===== src/rtl/uart_tx_pkg.sv =====
package uart_tx_pkg;
  localparam int BYTE_W  = 8;
  localparam int FRAME_W = 12;

  localparam logic [3:0] LEN7_CODE = 4'b0111;
  localparam logic [3:0] LEN9_CODE = 4'b1001;

  localparam logic [2:0] PAR_ODD   = 3'b001;
  localparam logic [2:0] PAR_EVEN  = 3'b010;
  localparam logic [2:0] PAR_MARK  = 3'b011;
  localparam logic [2:0] PAR_SPACE = 3'b100;

  localparam logic [2:0] FLOW_HW = 3'b001;
  localparam logic [2:0] FLOW_SW = 3'b010;

  typedef enum logic [2:0] {
    ST_IDLE, ST_HIGH_BYTE, ST_ARMED, ST_SHIFT, ST_BREAK, ST_GAP
  } tx_state_e;

  // number of data bits selected by the length code
  function automatic logic [3:0] data_len(input logic [3:0] code);
    case (code)
      LEN7_CODE: data_len = 4'd7;
      LEN9_CODE: data_len = 4'd9;
      default:   data_len = 4'd8;
    endcase
  endfunction

  function automatic logic has_parity(input logic [7:0] fmt);
    has_parity = (data_len(fmt[3:0]) != 4'd9) && (fmt[6:4] != 3'b000) && (fmt[6:4] <= PAR_SPACE);
  endfunction

  function automatic logic parity_bit(input logic [8:0] d, input logic [3:0] n, input logic [2:0] sel);
    logic x;
    x = (n == 4'd7) ? ^d[6:0] : ^d[7:0];
    case (sel)
      PAR_ODD:  parity_bit = ~x;
      PAR_EVEN: parity_bit = x;
      PAR_MARK: parity_bit = 1'b1;
      default:  parity_bit = 1'b0;
    endcase
  endfunction

  // total line bits: start + data + parity + stop
  function automatic logic [3:0] frame_len(input logic [7:0] fmt);
    frame_len = 4'd1 + data_len(fmt[3:0]) + {3'b000, has_parity(fmt)} + (fmt[7] ? 4'd2 : 4'd1);
  endfunction

  // line bits in send order at index 0 upward; unused upper bits stay high
  function automatic logic [FRAME_W-1:0] build_frame(input logic [8:0] d, input logic [7:0] fmt);
    logic [FRAME_W-1:0] f;
    logic [3:0] n;
    n = data_len(fmt[3:0]);
    f = '1;
    f[0] = 1'b0;
    for (int i = 0; i < 9; i++) begin
      if (4'(i) < n) f[i+1] = d[i];
    end
    if (has_parity(fmt)) f[n + 4'd1] = parity_bit(d, n, fmt[6:4]);
    build_frame = f;
  endfunction
endpackage


===== src/rtl/uart_tx_flow.sv =====
module uart_tx_flow
  import uart_tx_pkg::*;
(
  input  logic       clk,
  input  logic       rst_n,
  input  logic [2:0] flow_mode,
  input  logic       cts_n,
  input  logic       xon_seen,
  input  logic       xoff_seen,
  output logic       may_send
);
  logic sw_hold_q;

  always_ff @(posedge clk) begin
    if (!rst_n)                     sw_hold_q <= 1'b0;
    else if (flow_mode != FLOW_SW)  sw_hold_q <= 1'b0;
    else if (xoff_seen && !xon_seen) sw_hold_q <= 1'b1;
    else if (xon_seen && !xoff_seen) sw_hold_q <= 1'b0;
  end

  always_comb begin
    case (flow_mode)
      FLOW_HW: may_send = !cts_n;
      FLOW_SW: may_send = !sw_hold_q;
      default: may_send = 1'b1;
    endcase
  end
endmodule


===== src/rtl/uart_tx_shifter.sv =====
module uart_tx_shifter
  import uart_tx_pkg::*;
(
  input  logic              clk,
  input  logic              rst_n,
  input  logic              bit_tick,
  input  logic [BYTE_W-1:0] fifo_data,
  input  logic              fifo_valid,
  output logic              fifo_rd,
  input  logic [7:0]        fmt_cfg,
  input  logic              brk_on,
  input  logic              may_send,
  output logic              txd,
  output logic              busy,
  output logic              in_break,
  output logic              shifting,
  output logic              frame_start
);
  localparam int CNT_W = $clog2(FRAME_W);

  tx_state_e          state_q;
  logic [BYTE_W-1:0]  lo_q;
  logic               hi_q;
  logic [FRAME_W-1:0] sh_q;
  logic [CNT_W-1:0]   cnt_q;
  logic               nine_sel;

  assign nine_sel = (data_len(fmt_cfg[3:0]) == 4'd9);

  always_comb begin
    fifo_rd = 1'b0;
    if (state_q == ST_IDLE)      fifo_rd = !brk_on && may_send && fifo_valid;
    if (state_q == ST_HIGH_BYTE) fifo_rd = fifo_valid;
  end

  always_ff @(posedge clk) begin
    if (!rst_n) begin
      state_q <= ST_IDLE;
      lo_q    <= '0;
      hi_q    <= 1'b0;
      sh_q    <= '1;
      cnt_q   <= '0;
    end else begin
      case (state_q)
        ST_IDLE: begin
          if (brk_on) state_q <= ST_BREAK;
          else if (fifo_rd) begin
            lo_q    <= fifo_data;
            hi_q    <= 1'b0;
            state_q <= nine_sel ? ST_HIGH_BYTE : ST_ARMED;
          end
        end
        ST_HIGH_BYTE: begin
          if (fifo_valid) begin
            hi_q    <= fifo_data[0];
            state_q <= ST_ARMED;
          end
        end
        ST_ARMED: begin
          if (bit_tick) begin
            sh_q    <= build_frame({hi_q, lo_q}, fmt_cfg);
            cnt_q   <= CNT_W'(frame_len(fmt_cfg) - 4'd1);
            state_q <= ST_SHIFT;
          end
        end
        ST_SHIFT: begin
          if (bit_tick) begin
            if (cnt_q == '0) state_q <= ST_IDLE;
            else begin
              sh_q  <= {1'b1, sh_q[FRAME_W-1:1]};
              cnt_q <= cnt_q - 1'b1;
            end
          end
        end
        ST_BREAK: if (bit_tick && !brk_on) state_q <= ST_GAP;
        ST_GAP:   if (bit_tick) state_q <= ST_IDLE;
        default:  state_q <= ST_IDLE;
      endcase
    end
  end

  assign shifting    = (state_q == ST_SHIFT);
  assign in_break    = (state_q == ST_BREAK);
  assign frame_start = (state_q == ST_ARMED) && bit_tick;
  assign busy        = (state_q == ST_HIGH_BYTE) || (state_q == ST_ARMED) || shifting;
  assign txd         = shifting ? sh_q[0] : !in_break;
endmodule


===== src/rtl/fmt_uart_tx.sv =====
module fmt_uart_tx
  import uart_tx_pkg::*;
#(
  parameter int BRK_W = 8
) (
  input  logic              clk,
  input  logic              rst_n,
  input  logic              bit_tick,
  input  logic [BYTE_W-1:0] fifo_data,
  input  logic              fifo_valid,
  output logic              fifo_rd,
  input  logic [7:0]        fmt_cfg,
  input  logic [2:0]        flow_mode,
  input  logic [BRK_W-1:0]  brk_cfg,
  input  logic              cts_n,
  input  logic              xon_seen,
  input  logic              xoff_seen,
  output logic              txd,
  output logic              busy
);
  logic may_send;
  logic in_break;
  logic shifting;
  logic frame_start;
  logic brk_on;

  assign brk_on = |brk_cfg;

  uart_tx_flow u_flow (
    .clk       (clk),
    .rst_n     (rst_n),
    .flow_mode (flow_mode),
    .cts_n     (cts_n),
    .xon_seen  (xon_seen),
    .xoff_seen (xoff_seen),
    .may_send  (may_send)
  );

  uart_tx_shifter u_shift (
    .clk         (clk),
    .rst_n       (rst_n),
    .bit_tick    (bit_tick),
    .fifo_data   (fifo_data),
    .fifo_valid  (fifo_valid),
    .fifo_rd     (fifo_rd),
    .fmt_cfg     (fmt_cfg),
    .brk_on      (brk_on),
    .may_send    (may_send),
    .txd         (txd),
    .busy        (busy),
    .in_break    (in_break),
    .shifting    (shifting),
    .frame_start (frame_start)
  );
endmodule


===== config.mk =====
export PLATFORM = sky130hd
export DESIGN_NAME = fmt_uart_tx
export DESIGN_NICKNAME = d
export VERILOG_FILES = /design/src/rtl/uart_tx_pkg.sv /design/src/rtl/uart_tx_flow.sv /design/src/rtl/uart_tx_shifter.sv /design/src/rtl/fmt_uart_tx.sv
export SDC_FILE = /design/constraint.sdc
export NUM_CORES = 1
export LEC_CHECK = 0
export BUFFER_PORTS_ARGS = -buffer_cell sky130_fd_sc_hd__clkbuf_2
export CORE_MARGIN = 5
export CORE_UTILIZATION = 58
export DETAILED_ROUTE_END_ITERATION = 8
export PLACE_DENSITY = 0.86
export SLEW_MARGIN = 20
export SYNTH_ARGS = -nofsm -noshare
export SYNTH_HDL_FRONTEND = slang
export SYNTH_SLANG_ARGS = --single-unit

===== constraint.sdc =====
create_clock -name clk -period 5.4 [get_ports clk]
set_clock_uncertainty 0.2 [all_clocks]
set_input_delay 0.27 -clock clk [delete_from_list [all_inputs] [get_ports clk]]
set_output_delay 0.27 -clock clk [all_outputs]
set_load 0.005 [all_outputs]

* Word level (Yosys, flattened, before mapping)
Cells that the tools add are included.
Operators by class: magnitude comparators 12, mux-type cells 79, reductions and logical operators 30, $add $sub $neg 5, equal/unequal tests 26, bitwise logic cells 3
Operator list (number):
- 1-bit 2-to-1 mux | 50
- 12-bit 2-to-1 mux | 4
- 3-bit 2-to-1 mux | 8
- 4-bit 2-to-1 mux | 6
- 12-bit one-hot mux with 2 select lines | 1
- 2-bit != test (second input constant) | 9
- 3-bit one-hot mux with 6 select lines | 1
- 3-bit by 4-bit less-than comparator with 1-bit output (first input constant) | 4
- 4-bit one-hot mux with 2 select lines | 2
- 3-bit by 2-bit equality test with 1-bit output (second input constant) | 5
- 12-bit bitwise mux | 1
- 3-bit by 1-bit equality test with 1-bit output (second input constant) | 3
- 4-bit by 3-bit equality test with 1-bit output (second input constant) | 2
- 4-bit equality test (second input constant) | 2
- 1-bit logical AND | 8
- 1-bit by 4-bit less-than comparator with 1-bit output (first input constant) | 2
- 2-bit by 4-bit less-than comparator with 1-bit output (first input constant) | 2
- 4-bit AND reduction | 2
- 8-bit OR reduction | 1
- 8-bit parity | 1
- 4-bit by 1-bit subtractor with 4-bit output (second input constant) | 2
- 7-bit AND reduction | 1
- 7-bit parity | 1
- 3-bit equality test (second input constant) | 2
- 22 further kinds | 35
Word-level totals: bits of input ports 34, bits in registers 29

* Logic depth before layout (Yosys ltp)
depth after elaboration 17, depth in mapped cells 11, gate-level depth less buffers 11

* Modules after synthesis
Synthesis repeated with hierarchy kept, for this count alone.
Unflattened totals: cell total of the unflattened synthesis 217, area, all modules 1775.5 sq um
Modules (own cells, without submodules):
- uart_tx_shifter | times used 1, sequential area each 560.5 sq um, cells each 205, area an instance 1675.4 sq um
- uart_tx_flow | times used 1, sequential area each 20.0 sq um, cells each 9, area an instance 83.8 sq um
- fmt_uart_tx | times used 1, sequential area each 0.0 sq um, cells each 3, area an instance 16.3 sq um

* Worst setup path after synthesis
OpenSTA, ideal clock, no wires.
path kind input-to-reg, from input port fmt_cfg[5], to register u_shift.cnt_q[2], data required time 5.078 ns, path slack 3.151 ns, arrival time 1.927 ns, buffers on the path 0, cell stages on the path 11, cells stage by stage or3_1 nand3_1 ha_1 inv_1 ha_1 inv_1 fa_1 xor2_1 nor2_1 o21ai_0 a21boi_1
Between the ends: longest elaborated chain between the ends 8, elaborated cells on any way between the ends 9
RTL lines:
- start, declared | line fmt_uart_tx.sv:12 | input logic [7:0] fmt_cfg,
- branches (longest 2 deep; another with 3-bit less-or-equal comparator)
- 1-bit logical AND (*) | line uart_tx_pkg.sv:30 | has_parity = (data_len(fmt[3:0]) != 4'd9) && (fmt[6:4] != 3'b000) && (fmt[6:4] <= PAR_SPACE);
- 4-bit by 1-bit adder with 4-bit output (*) | line uart_tx_pkg.sv:46 | frame_len = 4'd1 + data_len(fmt[3:0]) + {3'b000, has_parity(fmt)} + (fmt[7] ? 4'd2 : 4'd1);
- 4-bit adder (*) | line uart_tx_pkg.sv:46
- 4-bit by 1-bit subtractor with 4-bit output (*) | line uart_tx_shifter.sv:62 | cnt_q <= CNT_W'(frame_len(fmt_cfg) - 4'd1);
- 4-bit 2-to-1 mux (*) | line uart_tx_shifter.sv:60 | if (bit_tick) begin
- 4-bit one-hot mux with 2 select lines (*) | line uart_tx_shifter.sv:44 | case (state_q)
- end signal, assigned | line uart_tx_shifter.sv:62
- end signal, assigned | line uart_tx_shifter.sv:71 | cnt_q <= cnt_q - 1'b1;
- end, declared | line uart_tx_shifter.sv:25 | logic [CNT_W-1:0] cnt_q;
Mark *: on every way between the ends. The select of a mux whose other input is x is not followed. A chain may end at the register's enable or synchronous reset.

* Final worst setup path
from register u_shift.cnt_q[0], to register u_shift.sh_q[9]
Between the ends: longest elaborated chain between the ends 3
RTL lines:
- 4-bit zero test | line uart_tx_shifter.sv:68 | if (cnt_q == '0) state_q <= ST_IDLE;
- 2-bit != test (no line)
- 4-bit AND reduction (no line)
- end signal, assigned | line uart_tx_shifter.sv:61 | sh_q <= build_frame({hi_q, lo_q}, fmt_cfg);
- end signal, assigned | line uart_tx_shifter.sv:70 | sh_q <= {1'b1, sh_q[FRAME_W-1:1]};
- end, declared | line uart_tx_shifter.sv:24 | logic [FRAME_W-1:0] sh_q;
No other way between the ends.

==> qor.yml <==
rrSetupSlack_ps: 2930
fp-row-count: 20
yosys_register_bits: 29
design.final.nets: 293
antenna_found_initial: 0
grt_pass1_wl_mm: 6.59
worstSkewPairLatency_ps: 320
detail_route.wirelength_mm: 3.91
rsz_0062_raised_after_global_routing: "false"
endpoint_worst_hold: "u_shift.lo_q[7]$_SDFFE_PN0P_"
die_w_um: 65.7
synth_top_family_by_area: "simple AND/OR/NAND/NOR gates"
report.final.slew_viol_count: 0
cts-buffers-inserted: 5
drc: 0
via_count: 1642
power_density_nw_per_um2: 248
ir_worst_vdd_mv: 0.131
post_cts_hold_buffer_count: 2
synth_cells: 217
grt_max_degree: 32
hold_path.class: "in2reg"
synthArstFlopShare: 0
route.antenna.remaining_nets: 0
die_height_um: 65.7
core_area_um2: 3000
worst-endpoint-required_ps: 5390
finalWorstPathRequiredPeriod_ps: 2470
worst_slew_margin_rel: 0.430
worst_hold_startpoint: "fifo_data[7]"
synth_adder_area_share: 0.0598
r2r-end: "u_shift.sh_q[9]$_SDFFE_PN1P_"
setup_ws_ps: 2930
final_min_period_over_clock_period: 0.458
antenna_cells: 0
setup_violations: 0
outcome: "finished, final reports clean"
crit_path_end_kind: "flip-flop"
die_area_um2: 4310
critical_path_peak_fanout: 25
clock_sink_count: 29
postCtsSetupRepairBufs: 0
netlist.area_leader.share: 0.323
number_of_enable_type_register_cells_in_the_synthesized_netlist: 0
place_area_um2: 1970
distinct_cell_type_count_after_synthesis: 48
clk_root_buffer_cell: "sky130_fd_sc_hd__clkbuf_4"
max_freq_ghz: 0.404
htree_levels: 2
drive_above_1_share: 0.206
hold_viol_final: 0
hpwl_mm: 2.86
detailedRoute.firstPassIterationCount: 4
grt_pass1_vias: 1542
viasPerCell: 5.76
globalplace.congestion: 0.832
finalPower_uw: 519
synth.area.top_cells: "sky130_fd_sc_hd__dfxtp_1 (32%), sky130_fd_sc_hd__nor2_1 (6.1%), sky130_fd_sc_hd__mux2i_1 (5.6%)"
non_filler_cell_area_final_um2: 2090
library_cell_with_the_largest_summed_area_after_synthesis: "sky130_fd_sc_hd__dfxtp_1"
place.port_buffers: 36
dp_worst_setup_slack_ps: 2830
timing_worst_slew_pin_value_ps: 852
synth-main-ff-cell: "sky130_fd_sc_hd__dfxtp_1"
post_synth_and_or_nand_nor_area_fraction: 0.299
hold-worst-slack_ps: 9.00
cts-resized-gates: 0
avgRoutedWirePerCell_um: 13.7
critical_path_class: "reg2reg"
yosysWarnings: 0
muxShareOfSynthArea: 0.0557
grt_util_all_layers: 0.193
area_delta_synth_final_pct: 16.4
timing.hold.worst_path_depth: 3
cts_tree: "done"
drt_first_iter_violations: 83
grt_overflow: 0
share_of_the_synthesized_area_in_compound_gates_ao_oa_aoi_oai: 0.170
count_of_boundary_i_o_pins: 37
initial_core_util: 0.599
regToRegStartpoint: "u_shift.cnt_q[0]$_SDFFE_PN0P_"
startpoint_type: "flip-flop"
cp_data_arrival_time_ps: 2470
cts_buffer_depth: 2
synth_xor_area_frac: 0.0418
rr_worst_depth: 8
total_standard_cell_area_after_synthesis_um2: 1800
finalSetupTns_ps: 0
max-cap-violations: 0
worst_setup_hold_path_clk_slew_ps: 90
synth_seq_area_share: 0.323
synth_fp_nets: 259
syn_avg_cell_area_um2: 8.29
total_leakage_power_nw: 0.906
## kinds of logic (layout without fill, tap and decap cells)
logic type / after synthesis / count (layout)
AOI/OAI and AO/OA: 45 / 45
and+or+nand+nor: 96 / 96
buffers and inverters: 21 / 56
DFF: 29 / 29
other: 1 / 1
muxes: 10 / 10
xor gates and xnor gates: 7 / 7
adders and majority gates: 8 / 8
## worst max-delay path by stage
stage / start / end / slack, ps
after floorplan: fmt_cfg[5] / u_shift.cnt_q[2]$_SDFFE_PN0P_ / 3150
after global placement: fmt_cfg[2] / u_shift.cnt_q[2]$_SDFFE_PN0P_ / 2880
after detailed placement: fmt_cfg[2] / u_shift.cnt_q[2]$_SDFFE_PN0P_ / 2830
after CTS: u_shift.cnt_q[0]$_SDFFE_PN0P_ / u_shift.sh_q[9]$_SDFFE_PN1P_ / 2950
after global routing: u_shift.cnt_q[0]$_SDFFE_PN0P_ / u_shift.sh_q[8]$_SDFFE_PN1P_ / 2670
final: u_shift.cnt_q[0]$_SDFFE_PN0P_ / u_shift.sh_q[9]$_SDFFE_PN1P_ / 2930
## stage by stage
step / instances / util
6_report: 285 / 0.697
5_1_grt: 285 / 0.697
4_1_cts: 285 / 0.697
3_5_place_dp: 275 / 0.656
3_3_place_gp: 275 / 0.656
2_1_floorplan: 217 / -
## critical path, cell delays in order (launching register included)
cell and delay [ps]:
sky130_fd_sc_hd__dfxtp_1 370, sky130_fd_sc_hd__inv_1 60, sky130_fd_sc_hd__ha_1 220, sky130_fd_sc_hd__nor3b_1 160
sky130_fd_sc_hd__nand2_1 80, sky130_fd_sc_hd__nand3_1 600, sky130_fd_sc_hd__nor2_1 370, sky130_fd_sc_hd__nand4_1 130
sky130_fd_sc_hd__a2bb2oi_1 160
## power by group
part,internal [mW],leakage (nW),total [mW],switching (mW)
Combinational,0.0343,0.616,0.0699,0.0355
Sequential,0.218,0.235,0.228,0.00988
Clock,0.143,0.0552,0.221,0.0779
Total,0.395,0.906,0.519,0.123
## synth_stat cells, drive strengths merged, types with 2 or more instances
cell      n
dfxtp    29
nor2     29
nand2    21
nor2b    12
a21oi    10
inv      10
mux2i    10
nand3     9
o21ai     9
clkbuf    8
ha        7
o311ai    7
a21boi    5
nor4      4
a22oi     3
nand3b    3
nand4bb   3
nor3      3
xnor2     3
xor2      3
a2bb2oi   2
a31oi     2
buf       2
nand2b    2
nand4     2
nor3b     2
## state kept, by name (all words and copies together) (netlist names)
register	cells
u_shift.state_q	3
u_shift.cnt_q	4
u_shift.sh_q	12
u_flow.sw_hold_q	1
u_shift.lo_q	8
u_shift.hi_q	1
## metal layers
| metal | routed length (um) | track usage |
|---|---|---|
| met5 | 0 | 0 |
| met4 | 55 | 0.0751 |
| met3 | 281 | 0.0393 |
| met2 | 1840 | 0.319 |
| met1 | 1740 | 0.243 |
## cell type report
| cell class | count | area [um2] |
|---|---|---|
| Multi-Input combinational cell | 167 | 1130 |
| Fill cell | 247 | 911 |
| Clock buffer | 5 | 37.5 |
| Inverter | 10 | 37.5 |
| Sequential cell | 29 | 581 |
| Clock inverter | 3 | 65.1 |
| Tap cell | 33 | 41.3 |
| Timing Repair Buffer | 38 | 200 |
## cells in the final DEF, fill, tap and decap left out, drive strengths merged, types with 2 or more instances in the layout
master       synthesis  final
mux2i               10     10
bufinv               0      2
nand4bb              3      3
nand4                2      2
a21oi               10     10
xnor2                3      3
a2bb2oi              2      2
o21ai                9      9
a31oi                2      2
a21boi               5      5
nand2               21     21
nor2b               12     12
nor2                29     29
o311ai               7      7
nand3                9      9
nand2b               2      2
a22oi                3      3
xor2                 3      3
nand3b               3      3
inv                 10     10
clkbuf               8     41
nor3                 3      3
nor4                 4      4
nor3b                2      2
dlygate4sd3          0      2
dfxtp               29     29
ha                   7      7
(Power assumes the default switching activity.)
